--- config.mk ---
export PLATFORM = sky130hd
export DESIGN_NAME = stripmine_seq
export DESIGN_NICKNAME = d
export VERILOG_FILES = /design/src/rtl/stripmine_pkg.sv /design/src/rtl/stripmine_split.sv /design/src/rtl/stripmine_track.sv /design/src/rtl/stripmine_ctrl.sv /design/src/rtl/stripmine_seq.sv
export SDC_FILE = /design/constraint.sdc
export NUM_CORES = 1
export LEC_CHECK = 0
export BUFFER_PORTS_ARGS = -buffer_cell sky130_fd_sc_hd__buf_2
export CAP_MARGIN = 20
export CORE_MARGIN = 5
export CORE_UTILIZATION = 54
export CTS_CLUSTER_SIZE = 25
export DETAILED_ROUTE_END_ITERATION = 10
export GPL_TIMING_DRIVEN = 1
export MAX_ROUTING_LAYER = met4
export PLACE_DENSITY = 0.88
export SETUP_SLACK_MARGIN = 0.15
export SYNTH_ARGS = -nofsm -noshare
export SYNTH_HDL_FRONTEND = slang
export SYNTH_SLANG_ARGS = --single-unit
--- constraint.sdc ---
create_clock -name clk -period 3.2 [get_ports clk]
set_clock_uncertainty 0.15 [all_clocks]
set_input_delay 0.16 -clock clk [delete_from_list [all_inputs] [get_ports clk]]
set_output_delay 0.16 -clock clk [all_outputs]
set_load 0.05 [all_outputs]
--- src/rtl/stripmine_pkg.sv ---
package stripmine_pkg;
  typedef enum logic [1:0] {
    SM_IDLE   = 2'd0,
    SM_ISSUE  = 2'd1,
    SM_WAIT   = 2'd2,
    SM_FINISH = 2'd3
  } sm_state_e;
endpackage

--- src/rtl/stripmine_split.sv ---
// Derives the length of the piece to issue from the elements still left.
// Because the leftover piece goes first, what remains after it is always a
// multiple of MVL, so (remaining mod MVL) is only nonzero on the first piece.
module stripmine_split #(
  parameter int MVL   = 64,
  parameter int LEN_W = 16,
  parameter int VL_W  = 7
) (
  input  logic [LEN_W-1:0] remaining,
  output logic [VL_W-1:0]  vl,
  output logic             last
);
  localparam int  MOD_W  = (MVL > 1) ? $clog2(MVL) : 1;
  localparam bit  IS_POW2 = (MVL > 1) && ((MVL & (MVL - 1)) == 0);

  logic [VL_W-1:0] rem_part;

  generate
    if (IS_POW2) begin : g_pow2
      assign rem_part = VL_W'(remaining[MOD_W-1:0]);
    end else begin : g_generic
      logic [LEN_W-1:0] rem_full;
      assign rem_full = remaining % LEN_W'(MVL);
      assign rem_part = VL_W'(rem_full);
    end
  endgenerate

  always_comb begin
    vl   = (rem_part == '0) ? VL_W'(MVL) : rem_part;
    last = (remaining == LEN_W'(vl));
  end
endmodule

--- src/rtl/stripmine_track.sv ---
// Holds the count of elements not yet issued and the running start offset.
module stripmine_track #(
  parameter int LEN_W = 16,
  parameter int VL_W  = 7
) (
  input  logic             clk,
  input  logic             rst_n,
  input  logic             load,
  input  logic [LEN_W-1:0] load_len,
  input  logic             advance,
  input  logic [VL_W-1:0]  step,
  output logic [LEN_W-1:0] remaining,
  output logic [LEN_W-1:0] offset
);
  always_ff @(posedge clk) begin
    if (!rst_n) begin
      remaining <= '0;
      offset    <= '0;
    end else if (load) begin
      remaining <= load_len;
      offset    <= '0;
    end else if (advance) begin
      remaining <= remaining - LEN_W'(step);
      offset    <= offset + LEN_W'(step);
    end
  end
endmodule

--- src/rtl/stripmine_ctrl.sv ---
// Sequencing state machine: idle, offer piece, wait for completion, finish.
module stripmine_ctrl
  import stripmine_pkg::*;
(
  input  logic clk,
  input  logic rst_n,
  input  logic job_valid,
  input  logic len_zero,
  input  logic chunk_ready,
  input  logic chunk_done,
  input  logic last,
  output logic job_ready,
  output logic chunk_valid,
  output logic job_done,
  output logic load,
  output logic advance
);
  sm_state_e state_q, state_d;

  always_comb begin
    job_ready   = (state_q == SM_IDLE);
    chunk_valid = (state_q == SM_ISSUE);
    job_done    = (state_q == SM_FINISH);
    load        = job_ready && job_valid;
    advance     = (state_q == SM_WAIT) && chunk_done;
    state_d     = state_q;
    unique case (state_q)
      SM_IDLE:   if (job_valid) state_d = len_zero ? SM_FINISH : SM_ISSUE;
      SM_ISSUE:  if (chunk_ready) state_d = SM_WAIT;
      SM_WAIT:   if (chunk_done) state_d = last ? SM_FINISH : SM_ISSUE;
      SM_FINISH: state_d = SM_IDLE;
      default:   state_d = SM_IDLE;
    endcase
  end

  always_ff @(posedge clk) begin
    if (!rst_n) state_q <= SM_IDLE;
    else        state_q <= state_d;
  end
endmodule

--- src/rtl/stripmine_seq.sv ---
module stripmine_seq #(
  parameter int MVL   = 64,
  parameter int LEN_W = 16,
  parameter int VL_W  = $clog2(MVL + 1)
) (
  input  logic             clk,
  input  logic             rst_n,
  input  logic             job_valid,
  output logic             job_ready,
  input  logic [LEN_W-1:0] job_len,
  output logic             chunk_valid,
  input  logic             chunk_ready,
  output logic [VL_W-1:0]  chunk_vl,
  output logic [LEN_W-1:0] chunk_offset,
  input  logic             chunk_done,
  output logic             job_done
);
  logic             load, advance, last;
  logic [LEN_W-1:0] remaining;

  stripmine_ctrl ctrl_i (
    .clk        (clk),
    .rst_n      (rst_n),
    .job_valid  (job_valid),
    .len_zero   (job_len == '0),
    .chunk_ready(chunk_ready),
    .chunk_done (chunk_done),
    .last       (last),
    .job_ready  (job_ready),
    .chunk_valid(chunk_valid),
    .job_done   (job_done),
    .load       (load),
    .advance    (advance)
  );

  stripmine_split #(.MVL(MVL), .LEN_W(LEN_W), .VL_W(VL_W)) split_i (
    .remaining(remaining),
    .vl       (chunk_vl),
    .last     (last)
  );

  stripmine_track #(.LEN_W(LEN_W), .VL_W(VL_W)) track_i (
    .clk      (clk),
    .rst_n    (rst_n),
    .load     (load),
    .load_len (job_len),
    .advance  (advance),
    .step     (chunk_vl),
    .remaining(remaining),
    .offset   (chunk_offset)
  );
endmodule

**After elaboration in Yosys (flattened, before gate mapping)**

Cells that the tools add are included.

- $add $sub $neg: 2
- Muxes and demuxes: 9
- Reductions and logical operators: 8
- Bitwise gates (word level): 1
- Equal/unequal tests: 7

Operator list:

| kind | count |
|---|---|
| $mux 16 | 2 |
| $add 16x7->16 | 1 |
| $eq 16x7->1 | 1 |
| $logic_not 16->1 | 1 |
| $sub 16x7->16 | 1 |
| $mux 2 | 5 |
| $pmux 2 s4 | 1 |
| $logic_not 7->1 | 1 |
| $mux 7 | 1 |
| $eq 2x2->1 const B | 2 |
| $ne 2x2->1 const B | 2 |
| $reduce_and 3->1 | 1 |
| $eq 2x1->1 const B | 1 |
| $logic_and 1x1->1 | 2 |
| $logic_not 2->1 | 1 |
| $ne 2x1->1 const B | 1 |
| $reduce_bool 2->1 | 1 |
| $reduce_or 2->1 | 1 |
| $not 1->1 | 1 |

- Bits of input ports: 21
- Bits in registers: 34
- Output and inout bits: 26

**Logic depth before layout (Yosys ltp)**

Gate-level depths: netlist of the first run.

- Depth after elaboration: 6
- Mapped depth: 8

**Hierarchy**

A second synthesis of the first run with hierarchy kept.

- Cells, all modules: 287
- Area total of the unflattened synthesis: 2306.0 um^2

Modules (own cells, without submodules):

| module | seq. area each (um^2) | times used | cells an instance | area an instance (um^2) |
|---|---|---|---|---|
| stripmine_track | 640.6 | 1 | 250 | 2063.2 |
| stripmine_ctrl | 40.0 | 1 | 17 | 123.9 |
| stripmine_split | 0.0 | 1 | 15 | 85.1 |
| stripmine_seq | 0.0 | 1 | 5 | 33.8 |

**Worst setup path before layout of the first run**

No wires, ideal clock.

- Path type: register to register
- Start: register track_i.remaining[0]
- End: register track_i.offset[8]
- Setup slack: 679 ps
- Data required time: 2979 ps
- Clock period less this slack: 2521 ps
- Cell stages (with the launch flop): 8
- Setup time: 71 ps
- Arrival: 2301 ps
- Cells stage by stage: dfxtp_1 -> clkbuf_1 -> ha_1 -> fa_1 -> a211oi_1 -> o21a_1 -> or4_1 -> a21oi_1

- Word-level cells in the longest chain between the ends: 3

Ends and longest elaborated chain:

| item | RTL line | source |
|---|---|---|
| start, declared | stripmine_track.sv:12 | `output logic [LEN_W-1:0] remaining,` |
| start signal, assigned | stripmine_track.sv:20 | `remaining <= load_len;` |
| start signal, assigned | stripmine_track.sv:23 | `remaining <= remaining - LEN_W'(step);` |
| $logic_not 7->1 | stripmine_split.sv:29 | `vl = (rem_part == '0) ? VL_W'(MVL) : rem_part;` |
| $mux 7 * | stripmine_split.sv:29 |  |
| net chunk_vl[0] | stripmine_seq.sv:13 | `output logic [VL_W-1:0] chunk_vl,` |
| $add 16x7->16 * | stripmine_track.sv:24 | `offset <= offset + LEN_W'(step);` |
| end signal, assigned | stripmine_track.sv:24 |  |
| end, declared | stripmine_track.sv:13 | `output logic [LEN_W-1:0] offset` |

The timed path passes the listed nets; every way through them passes the cells marked *.
A chain may end at the register's enable or synchronous reset.

**Final worst setup path of the first run**

- Start: register track_i.remaining[2]
- End: register track_i.remaining[15]

- Word-level cells in the longest chain between the ends: 5

Ends and longest elaborated chain:

| item | RTL line | source |
|---|---|---|
| $logic_not 7->1 | stripmine_split.sv:29 |  |
| $mux 7 | stripmine_split.sv:29 |  |
| $sub 16x7->16 * | stripmine_track.sv:23 |  |
| $mux 16 * | stripmine_track.sv:22 | `end else if (advance) begin` |
| $mux 16 * | stripmine_track.sv:19 | `end else if (load) begin` |

Every way passes the cells marked *; elsewhere a longest branch is shown, timed or not. The select of a mux whose other input is x is not followed.

==> Flow_metrics.wiki, run 1 <==
{| class="wikitable"
! Metric !! Value
|-
| Finished layout cell area || 0.00243 mm2
|-
| Via count of the routed design || 2083
|-
| Top cells by count, synth || sky130_fd_sc_hd__dfxtp_1, sky130_fd_sc_hd__nor2_1, sky130_fd_sc_hd__nand2_1
|-
| Number of max-slew violations in the final report || 0
|-
| Transition time of the tightest slew-check pin || 0.852 ns
|-
| Met2 Resource Use GR || 34.4%
|-
| Via count of the first global-routing pass || 1962
|-
| Flip-flop and latch count after synthesis || 34
|-
| Clock latency on the worst-skew pair || 0.29 ns
|-
| Finished Core Util || 66.4%
|-
| Final critical-path setup slack || 0.630 ns
|-
| Peak supply drop || 0.293 mV
|-
| Total of warnings raised by yosys || 0
|-
| Number of vias per cell || 6.06
|-
| Time the worst path needs with I/O delays and setup || 2.57 ns
|-
| Largest cells by area after synthesis || sky130_fd_sc_hd__dfxtp_1, sky130_fd_sc_hd__ha_1, sky130_fd_sc_hd__nor2_1, sky130_fd_sc_hd__a21oi_1, sky130_fd_sc_hd__nand2_1
|-
| Unrepaired setup endpoints after global routing || no
|-
| Crit Path Category || register to register
|-
| Final estimated routing congestion in global placement || 0.930
|-
| Vertical extent of the die || 71.3 um
|-
| Root buffer selected by CTS || sky130_fd_sc_hd__clkbuf_8
|-
| Buffers and inverters on the worst path || 0
|-
| Starting utilization of the core area || 55.4%
|-
| Inserted Clock Buffers || 5
|-
| Final routed DRC violation total || 0
|-
| Antenna cells || 0
|-
| Standby leakage power || 1.05 nW
|-
| Cell at the slowest stage of the critical path || sky130_fd_sc_hd__or4_1
|-
| Result of the run || finished, final reports clean
|-
| Met3 Use GR || 5.05%
|-
| Fill cell instance count of the final layout || 292
|-
| Startpoint types || register
|-
| Met1 GRT Util || 30.4%
|-
| Most crowded layer after global routing || met2
|-
| Post-route setup TNS || 0 ns
|-
| Required time at the endpoint of the critical path || 3.26 ns
|-
| I/O pin cnt || 47
|-
| Number of cells produced by synthesis || 250
|-
| Max_cap viols || 0
|-
| Horizontal die dimension || 71.3 um
|-
| Global-route wire length before repair || 9270 um
|-
| IO Port Bufs || 46
|-
| H-tree levels || 2
|-
| Sequential fraction of the synthesis area || 33.5%
|-
| Number of placement rows || 22
|-
| Number of placed instances, taps included || 330
|-
| Most frequent cell after synthesis || sky130_fd_sc_hd__dfxtp_1
|-
| Netlist Area Pre-Place || 0.00203 mm2
|-
| Grt ovf || 0
|-
| Total of hold buffers inserted after clock tree synthesis || 6
|-
| Final instance count without filler cells || 344
|-
| Clock tree buffer depth || 2
|-
| Resize count post-CTS || 0
|-
| Count of nets left with antenna violations after detail routing || 0
|-
| Layout-stage area growth over the synthesis result || 19.8%
|-
| DP Worst Slack || 0.704 ns
|-
| Tcrit/Tclk final || 80.3%
|-
| Post-placement cell area || 0.00228 mm2
|-
| Number of endpoints failing setup at the final stage || 0
|-
| CP Max Fanout || 8
|-
| Top cell type by total area after synthesis || sky130_fd_sc_hd__dfxtp_1
|-
| PwrDens || 467 mW/mm2
|-
| Cell type group with the largest total delay on the critical path || simple AND/OR/NAND/NOR gates
|-
| Minimum hold slack || 0.0110 ns
|-
| Top flip-flop cell by instance count after synthesis || sky130_fd_sc_hd__dfxtp_1
|-
| Average wire per cell in the routed design || 16.0 um
|-
| Average size of a mapped cell || 8.12 um2
|-
| Total power || 1.14 mW
|-
| Area share of the leading cell type in the synthesized netlist || 33.5%
|-
| Library cells used by synthesis || 49
|-
| Post-CTS Repair Setup Buffers || 0
|-
| DIE AREA || 0.00508 mm2
|-
| Path type of the worst min-delay path || primary input to register
|-
| Post-detailed-placement half-perimeter wirelength || 3910 um
|-
| Worst Path Arrival || 2.63 ns
|-
| Cells along the critical path || nor2_1, nand3_1, ha_1, or4_1, or3_2, a31oi_1
|-
| Clock tree from TritonCTS || done
|-
| Max Fclk || 0.389 GHz
|-
| Share of post-route cells with drive strength above 1 || 23.3%
|-
| Number of flops mapped to enable cells by yosys || 0
|-
| Antenna violations before repair || 0
|-
| Maximum number of pins on one net before global-route repair || 25
|-
| Layout net count || 326
|-
| Maximum single-stage delay on the critical path || 0.67 ns
|-
| Num Clock Sinks || 34
|-
| Clock-pin slew on the worst setup and hold paths || 0.07 ns
|-
| Number of detailed-routing iterations run before antenna repair || 4
|-
| Overall routing resource usage || 23.3%
|-
| CP Capture Type || register
|-
| Share of flip-flops with an asynchronous set or reset || 0%
|-
| Violation count after the first detailed-route iteration || 211
|-
| Max-slew headroom at the worst pin || 43.0%
|-
| Routed WL || 5520 um
|-
| Final count of hold timing violations || 0
|-
| Core area || 0.00366 mm2
|}
## final timing paths
kind | from | end | slack, ns | depth (start not counted)
max | track_i.remaining[2] | track_i.remaining[15] | 0.63 | 6
min | job_len[13] | track_i.remaining[13] | 0.01 | 3
max reg2reg | track_i.remaining[2] | track_i.remaining[15] | 0.63 | 6
min reg2reg | track_i.offset[15] | track_i.offset[15] | 0.34 | 2
## cell families after synthesis
logic type,share of synthesized area [%]
flops,33.5
xor+xnor,1.29
simple gates,29.8
fa+ha+maj,6.54
compound gates,21.7
other cells,0.185
buf+inv,3.51
mux,3.45
## per-layer routing
metal / wire, um / vias to the layer above / share of wire (%)
met1: 2410 / 949 / 44
met3: 370 / 17 / 6.7
met5: 0 / - / 0
met2: 2570 / 91 / 47
met4: 168 / 0 / 3.0
li1: - / 1026 / -
## report_power, final
| part | total (mW) | internal [mW] | switching (mW) |
|---|---|---|---|
| clock | 0.331 | 0.174 | 0.158 |
| combinational | 0.324 | 0.117 | 0.207 |
| sequential | 0.480 | 0.449 | 0.0305 |
| total | 1.14 | 0.740 | 0.395 |
## sequential cells by signal, indices dropped and copies added, names as in the netlist
| register | count |
|---|---|
| ctrl_i.state_q | 2 |
| track_i.remaining | 16 |
| track_i.offset | 16 |
## area by class of cell
class | instances | area (um2) | area share (%)
Timing Repair Buffer | 54 | 305 | 12.6
Multi-Input combinational cell | 198 | 1290 | 52.9
Tap cell | 48 | 60.1 | 2.47
Sequential cell | 34 | 681 | 28.0
Clock buffer | 7 | 86.3 | 3.55
Clock inverter | 1 | 5.00 | 0.206
Inverter | 2 | 7.51 | 0.309
## tightest hold or removal path, delay by kind of cell
kind	cells	cell delay, ns
buffers and inverters	1	0.10
AO/OA/AOI/OAI	1	0.07
AND/OR/NAND/NOR	1	0.06
## cells in the final DEF, fill, tap and decap left out, drive strengths merged, types with 5 or more instances in the layout
cell type,n
a211oi,6
a21oi,15
and2,6
buf,48
clkbuf,7
dfxtp,34
dlygate4sd3,6
ha,9
mux2i,7
nand2,20
nand3,8
nand4,6
nor2,27
nor3,5
nor4,6
o21ai,11
or3,11
or4,5
(Power assumes the default switching activity.)
==> run 2, diff against run 1 <==
Clock period 3.2 ns to 2.7 ns, I/O delays scaled along.
==> run 2 against run 1 <==
  * Power is 27% higher
  * Sequential cell count unchanged
  * Non-clock buffer count up 5
  * Cell count rose by 1.5%
  * Setup slack got worse by 0.31 ns
  * First-iteration DRC count up 17%
  * Hold slack worse by 0.0090 ns
  * Die area unchanged
  * Wire length up 3.9%
  * Count of clock-buffer cells in the layout decreased by 2
  * Final area increased by 2.8%
  * Critical path type unchanged
  * Critical endpoint is now track_i.remaining[14]
  * Largest cell class unchanged
  * Largest power group unchanged
==> Flow_metrics.wiki, run 2 (same netlist as run 1, synthesis figures left out) <==
{| class="wikitable"
! Metric !! Value
|-
| Result of the run || finished, final reports clean
|-
| Startpoint types || register
|-
| Clock-pin slew on the worst setup and hold paths || 0.07 ns
|-
| Post-detailed-placement half-perimeter wirelength || 4170 um
|-
| Minimum hold slack || 0.00201 ns
|-
| Maximum number of pins on one net before global-route repair || 24
|-
| Peak supply drop || 0.366 mV
|-
| Fill cell instance count of the final layout || 310
|-
| H-tree levels || 2
|-
| Portion of total power attributed to combinational logic || 27.5%
|-
| Vertical extent of the die || 71.3 um
|-
| Finished Core Util || 68.3%
|-
| DIE AREA || 0.00508 mm2
|-
| Most frequent standard cell in the layout excluding fill and tap cells || sky130_fd_sc_hd__buf_2
|-
| Average wire per cell in the routed design || 16.4 um
|-
| Unrepaired setup endpoints after global routing || no
|-
| Final routed DRC violation total || 0
|-
| Time the worst path needs with I/O delays and setup || 2.38 ns
|-
| Number of detailed-routing iterations run before antenna repair || 4
|-
| Standby leakage power || 1.08 nW
|-
| Leading registers by flop count || track_i.offset: 16 flops, track_i.remaining: 16 flops, ctrl_i.state_q: 2 flops
|-
| Met2 Resource Use GR || 37.3%
|-
| Post-placement cell area || 0.00229 mm2
|-
| Layout net count || 331
|-
| Global-route wire length before repair || 9610 um
|-
| Horizontal die dimension || 71.3 um
|-
| CP Max Fanout || 7
|-
| CP Capture Type || register
|-
| Via count of the routed design || 2151
|-
| Tcrit/Tclk final || 88.3%
|-
| Max-slew headroom at the worst pin || 47.1%
|-
| Final critical-path setup slack || 0.316 ns
|-
| Int Power || 0.950 mW
|-
| Clock latency on the worst-skew pair || 0.29 ns
|-
| Transition time of the tightest slew-check pin || 0.790 ns
|-
| Number of endpoints failing setup at the final stage || 0
|-
| Grt ovf || 0
|-
| Num Clock Sinks || 34
|-
| Antenna violations before repair || 0
|-
| Buffers and inverters on the worst path || 0
|-
| Share of post-route cells with drive strength above 1 || 24.6%
|-
| Antenna cells || 0
|-
| Met1 GRT Util || 30.5%
|-
| Max_cap viols || 0
|-
| Most crowded layer after global routing || met2
|-
| Root buffer selected by CTS || sky130_fd_sc_hd__clkbuf_8
|-
| Overall routing resource usage || 23.9%
|-
| Starting utilization of the core area || 55.4%
|-
| Maximum single-stage delay on the critical path || 0.41 ns
|-
| Layout-stage area growth over the synthesis result || 23.2%
|-
| Commonest cells after routing, fill and taps aside || sky130_fd_sc_hd__buf_2, sky130_fd_sc_hd__dfxtp_1, sky130_fd_sc_hd__nor2_1, sky130_fd_sc_hd__nand2_1, sky130_fd_sc_hd__a21oi_1
|-
| Clock group share of total power || 32.8%
|-
| Switching share of power || 34.0%
|-
| Clock tree buffer depth || 2
|-
| PwrDens || 576 mW/mm2
|-
| DP Worst Slack || 0.239 ns
|-
| Clock tree from TritonCTS || done
|-
| Finished layout cell area || 0.00250 mm2
|-
| Number of placement rows || 22
|-
| Count of nets left with antenna violations after detail routing || 0
|-
| Sw Pwr || 0.489 mW
|-
| Worst Path Arrival || 2.40 ns
|-
| Met3 Use GR || 5.19%
|-
| Max Fclk || 0.419 GHz
|-
| Inserted Clock Buffers || 5
|-
| Number of placed instances, taps included || 332
|-
| Final count of hold timing violations || 0
|-
| Path type of the worst min-delay path || primary input to register
|-
| IO Port Bufs || 46
|-
| Final estimated routing congestion in global placement || 0.924
|-
| Post-route setup TNS || 0 ns
|-
| Via count of the first global-routing pass || 2004
|-
| Total power || 1.44 mW
|-
| Final instance count without filler cells || 349
|-
| Violation count after the first detailed-route iteration || 246
|-
| Core area || 0.00366 mm2
|-
| Cell at the slowest stage of the critical path || sky130_fd_sc_hd__a2111o_1
|-
| Number of vias per cell || 6.16
|-
| Number of max-slew violations in the final report || 0
|-
| Routed WL || 5740 um
|-
| Cell type group with the largest total delay on the critical path || compound AO/OA/AOI/OAI gates
|-
| I/O pin cnt || 47
|-
| Flop pwr share || 39.7%
|-
| Required time at the endpoint of the critical path || 2.72 ns
|-
| Crit Path Category || register to register
|-
| Cells along the critical path || nor2_1, nand3_1, ha_2, a2111o_1, or2_2, o311ai_1, a21oi_1
|}
run 2: power by group through the flow:
stage	Clock [mW]	Sequential [mW]	Combinational [mW]
finish	0.472	0.571	0.396
global route	0.501	0.576	0.427
CTS	0.471	0.569	0.384
detailed placement	0	0.580	0.371
global placement	0	0.576	0.366
floorplan	0	0.567	0.289
run 2: cell type report:
class	instances	area (um2)	share of cell area [%]
flip-flops and latches	34	681	27.2
repair buffers	59	350	14.0
multi-input cells	198	1290	51.7
clock inverters	3	40.0	1.60
clock buffers	5	68.8	2.75
inverters	2	7.51	0.300
well taps	48	60.1	2.40
run 2: worst register-to-register path: stages, from the launching register on:
cell	delay [ns]
sky130_fd_sc_hd__dfxtp_1	0.35
sky130_fd_sc_hd__nor2_1	0.13
sky130_fd_sc_hd__nand3_1	0.13
sky130_fd_sc_hd__ha_2	0.36
sky130_fd_sc_hd__a2111o_1	0.41
sky130_fd_sc_hd__or2_2	0.33
sky130_fd_sc_hd__o311ai_1	0.31
sky130_fd_sc_hd__a21oi_1	0.11
run 2: what timing repair did:
item / in CTS / in global routing
hold buffers: 9 / 0
hold endpoints to repair: 9 / 0
buffers inserted: 0 / 0
endpoints found under the setup margin: 0 / 4
resized for setup: 0 / 3
run 2: worst paths after layout:
check,cells after the start,to,slack (ns),start
worst max-delay path,7,track_i.remaining[14],0.32,track_i.remaining[2]
worst min-delay path,3,track_i.remaining[8],0.002,job_len[8]
worst max register to register,7,track_i.remaining[14],0.32,track_i.remaining[2]
worst min register to register,2,track_i.offset[15],0.33,track_i.offset[15]
run 2: layer usage:
layer | up-vias | share of wire, %
met5 | - | 0
met4 | 0 | 2.2
met3 | 17 | 7.8
met2 | 101 | 47
met1 | 1007 | 43
li1 | 1026 | -
==> run 3, diff against run 2 <==
Settings changed: BUFFER_PORTS_ARGS -buffer_cell sky130_fd_sc_hd__buf_2 to -buffer_cell sky130_fd_sc_hd__buf_4.
==> run 3 against run 2 <==
  * Sequential cell count stayed put
  * Final area is 4.2% higher
  * Register-to-register slack hardly changed
  * Non-clock buffer count is 2 higher
  * Critical path type unchanged
  * Largest cell class unchanged
  * Largest power group unchanged
==> Flow_metrics.wiki, run 3 (same netlist as run 1, synthesis figures left out) <==
{| class="wikitable"
! Metric !! Value
|-
| Result of the run || finished, final reports clean
|-
| Number of max-slew violations in the final report || 0
|-
| Clock latency on the worst-skew pair || 0.29 ns
|-
| Post-detailed-placement half-perimeter wirelength || 4020 um
|-
| Clock-pin slew on the worst setup and hold paths || 0.07 ns
|-
| Peak supply drop || 0.245 mV
|-
| Max_cap viols || 0
|-
| Layout net count || 333
|-
| Post-CTS Repair Setup Buffers || 0
|-
| Crit Path Category || register to register
|-
| Tcrit/Tclk final || 88.7%
|-
| Final estimated routing congestion in global placement || 0.905
|-
| Minimum hold slack || 0.0158 ns
|-
| Clock tree buffer depth || 2
|-
| Final routed DRC violation total || 0
|-
| Sw Pwr || 0.471 mW
|-
| Antenna violations before repair || 0
|-
| Most frequent standard cell in the layout excluding fill and tap cells || sky130_fd_sc_hd__buf_4
|-
| H-tree levels || 2
|-
| Antenna cells || 0
|-
| Startpoint types || register
|-
| Maximum number of pins on one net before global-route repair || 24
|-
| Required time at the endpoint of the critical path || 2.77 ns
|-
| Max-slew headroom at the worst pin || 43.0%
|-
| Fill cell instance count of the final layout || 304
|-
| Unrepaired setup endpoints after global routing || no
|-
| Crit Reg-Reg Endpoint || track_i.remaining[13]
|-
| Violation count after the first detailed-route iteration || 198
|-
| Clock tree from TritonCTS || done
|-
| Time the worst path needs with I/O delays and setup || 2.39 ns
|-
| CP Max Fanout || 8
|-
| Flop pwr share || 42.3%
|-
| Global-route wire length before repair || 9290 um
|-
| Finished Core Util || 71.2%
|-
| Via count of the routed design || 2119
|-
| Num Clock Sinks || 34
|-
| Register-to-Register Path Depth || 6
|-
| Path type of the worst min-delay path || primary input to register
|-
| Core area || 0.00366 mm2
|-
| PwrDens || 517 mW/mm2
|-
| Commonest cells after routing, fill and taps aside || sky130_fd_sc_hd__buf_4, sky130_fd_sc_hd__dfxtp_1, sky130_fd_sc_hd__nor2_1, sky130_fd_sc_hd__nand2_1, sky130_fd_sc_hd__a21oi_1
|-
| DIE AREA || 0.00508 mm2
|-
| Area of the multi-input gates || 0.00129 mm2
|-
| Int Power || 0.877 mW
|-
| Startpoint of the worst register-to-register path || track_i.remaining[1]
|-
| Worst Path Arrival || 2.46 ns
|-
| CP Capture Type || register
|-
| Leading registers by flop count || track_i.offset: 16 flops, track_i.remaining: 16 flops, ctrl_i.state_q: 2 flops
|-
| Inserted Clock Buffers || 5
|-
| I/O pin cnt || 47
|-
| Transition time of the tightest slew-check pin || 0.852 ns
|-
| Finished layout cell area || 0.00261 mm2
|-
| Number of vias per cell || 6.05
|-
| Average wire per cell in the routed design || 16.3 um
|-
| Timing startpoint of the critical path || track_i.remaining[1]
|-
| DP Worst Slack || 0.225 ns
|-
| Standby leakage power || 1.08 nW
|-
| Overall routing resource usage || 23.4%
|-
| Max Fclk || 0.418 GHz
|-
| IO Port Bufs || 46
|-
| Number of detailed-routing iterations run before antenna repair || 4
|-
| Root buffer selected by CTS || sky130_fd_sc_hd__clkbuf_8
|-
| Number of endpoints failing setup at the final stage || 0
|-
| Final critical-path setup slack || 0.306 ns
|-
| Post-route setup TNS || 0 ns
|-
| Via count of the first global-routing pass || 1999
|-
| FF-to-FF setup slack || 0.31 ns
|-
| Post-placement cell area || 0.00240 mm2
|-
| Grt ovf || 0
|-
| Count of nets left with antenna violations after detail routing || 0
|-
| Final count of hold timing violations || 0
|-
| Area used by sequential logic in the layout || 681 um2
|-
| Endpoint of the most critical setup path || track_i.remaining[13]
|-
| Starting utilization of the core area || 55.4%
|-
| Routed WL || 5710 um
|-
| Portion of total power attributed to combinational logic || 30.8%
|-
| Share of post-route cells with drive strength above 1 || 23.2%
|-
| Horizontal die dimension || 71.3 um
|-
| Layout-stage area growth over the synthesis result || 28.4%
|-
| Clock group share of total power || 26.8%
|-
| Vertical extent of the die || 71.3 um
|-
| Number of placement rows || 22
|-
| Switching share of power || 34.9%
|}
==> run 3: changes by cell type in the layout (fill, tap and decap cells not counted) <==
cell / change
sky130_fd_sc_hd__buf_2: -46
sky130_fd_sc_hd__buf_4: +45
sky130_fd_sc_hd__bufinv_16: -1
sky130_fd_sc_hd__clkbuf_1: +2
sky130_fd_sc_hd__clkinv_2: -2
sky130_fd_sc_hd__dlygate4sd3_1: +3
sky130_fd_sc_hd__o311ai_0: +1
sky130_fd_sc_hd__o311ai_1: -1
==> run 3: worst min-delay path by stage <==
stage | startpoint | endpoint | slack (ns) | cells past startpoint
global route | job_valid | ctrl_i.state_q[1] | 0.04 | 3
global placement | rst_n | track_i.remaining[9] | 0.24 | 2
CTS | job_len[13] | track_i.remaining[13] | 0.004 | 3
floorplan | rst_n | track_i.remaining[9] | 0.11 | 1
detailed placement | rst_n | track_i.remaining[9] | 0.25 | 2
finish | job_len[1] | track_i.remaining[1] | 0.02 | 3
==> run 3: power groups by stage <==
stage	logic, mW	clock network, mW	registers [mW]
5_1_grt	0.447	0.391	0.576
2_1_floorplan	0.289	0	0.567
3_3_place_gp	0.386	0	0.577
4_1_cts	0.405	0.370	0.569
3_5_place_dp	0.390	0	0.579
6_report	0.415	0.362	0.570
==> run 3: metrics by stage <==
stage / instances / total power, mW
finish: 350 / 1.35
global route: 350 / 1.41
CTS: 349 / 1.34
detailed placement: 331 / 0.969
global placement: 331 / 0.963
floorplan: 251 / 0.856
==> run 3: timing repair <==
item,4_1_cts,5_1_grt
resized for setup,0,2
hold endpoints to repair,12,1
endpoints found under the setup margin,0,4
hold buffers,11,1
==> run 3: final cells by class <==
type | count | share of cell area (%)
Multi-Input combinational cell | 198 | 49.6
Clock buffer | 7 | 2.93
Sequential cell | 34 | 26.1
Timing Repair Buffer | 61 | 18.7
Tap cell | 48 | 2.31
Inverter | 2 | 0.288
==> run 3: worst max-delay path, stage by stage, from the launching register on <==
cell and delay (ns):
sky130_fd_sc_hd__dfxtp_1 0.36, sky130_fd_sc_hd__nor2_1 0.12, sky130_fd_sc_hd__nand3_1 0.11, sky130_fd_sc_hd__ha_2 0.35, sky130_fd_sc_hd__or4_4 0.59, sky130_fd_sc_hd__or3_2 0.44, sky130_fd_sc_hd__a31oi_1 0.20
==> run 3: per-layer routing <==
| layer | routed length [um] | global-route usage (%) | up-vias |
|---|---|---|---|
| met5 | 0 | - | - |
| met4 | 95 | 8.56 | 0 |
| met3 | 418 | 5.61 | 10 |
| met2 | 2680 | 36.4 | 94 |
| met1 | 2510 | 29.3 | 981 |
| li1 | - | - | 1034 |
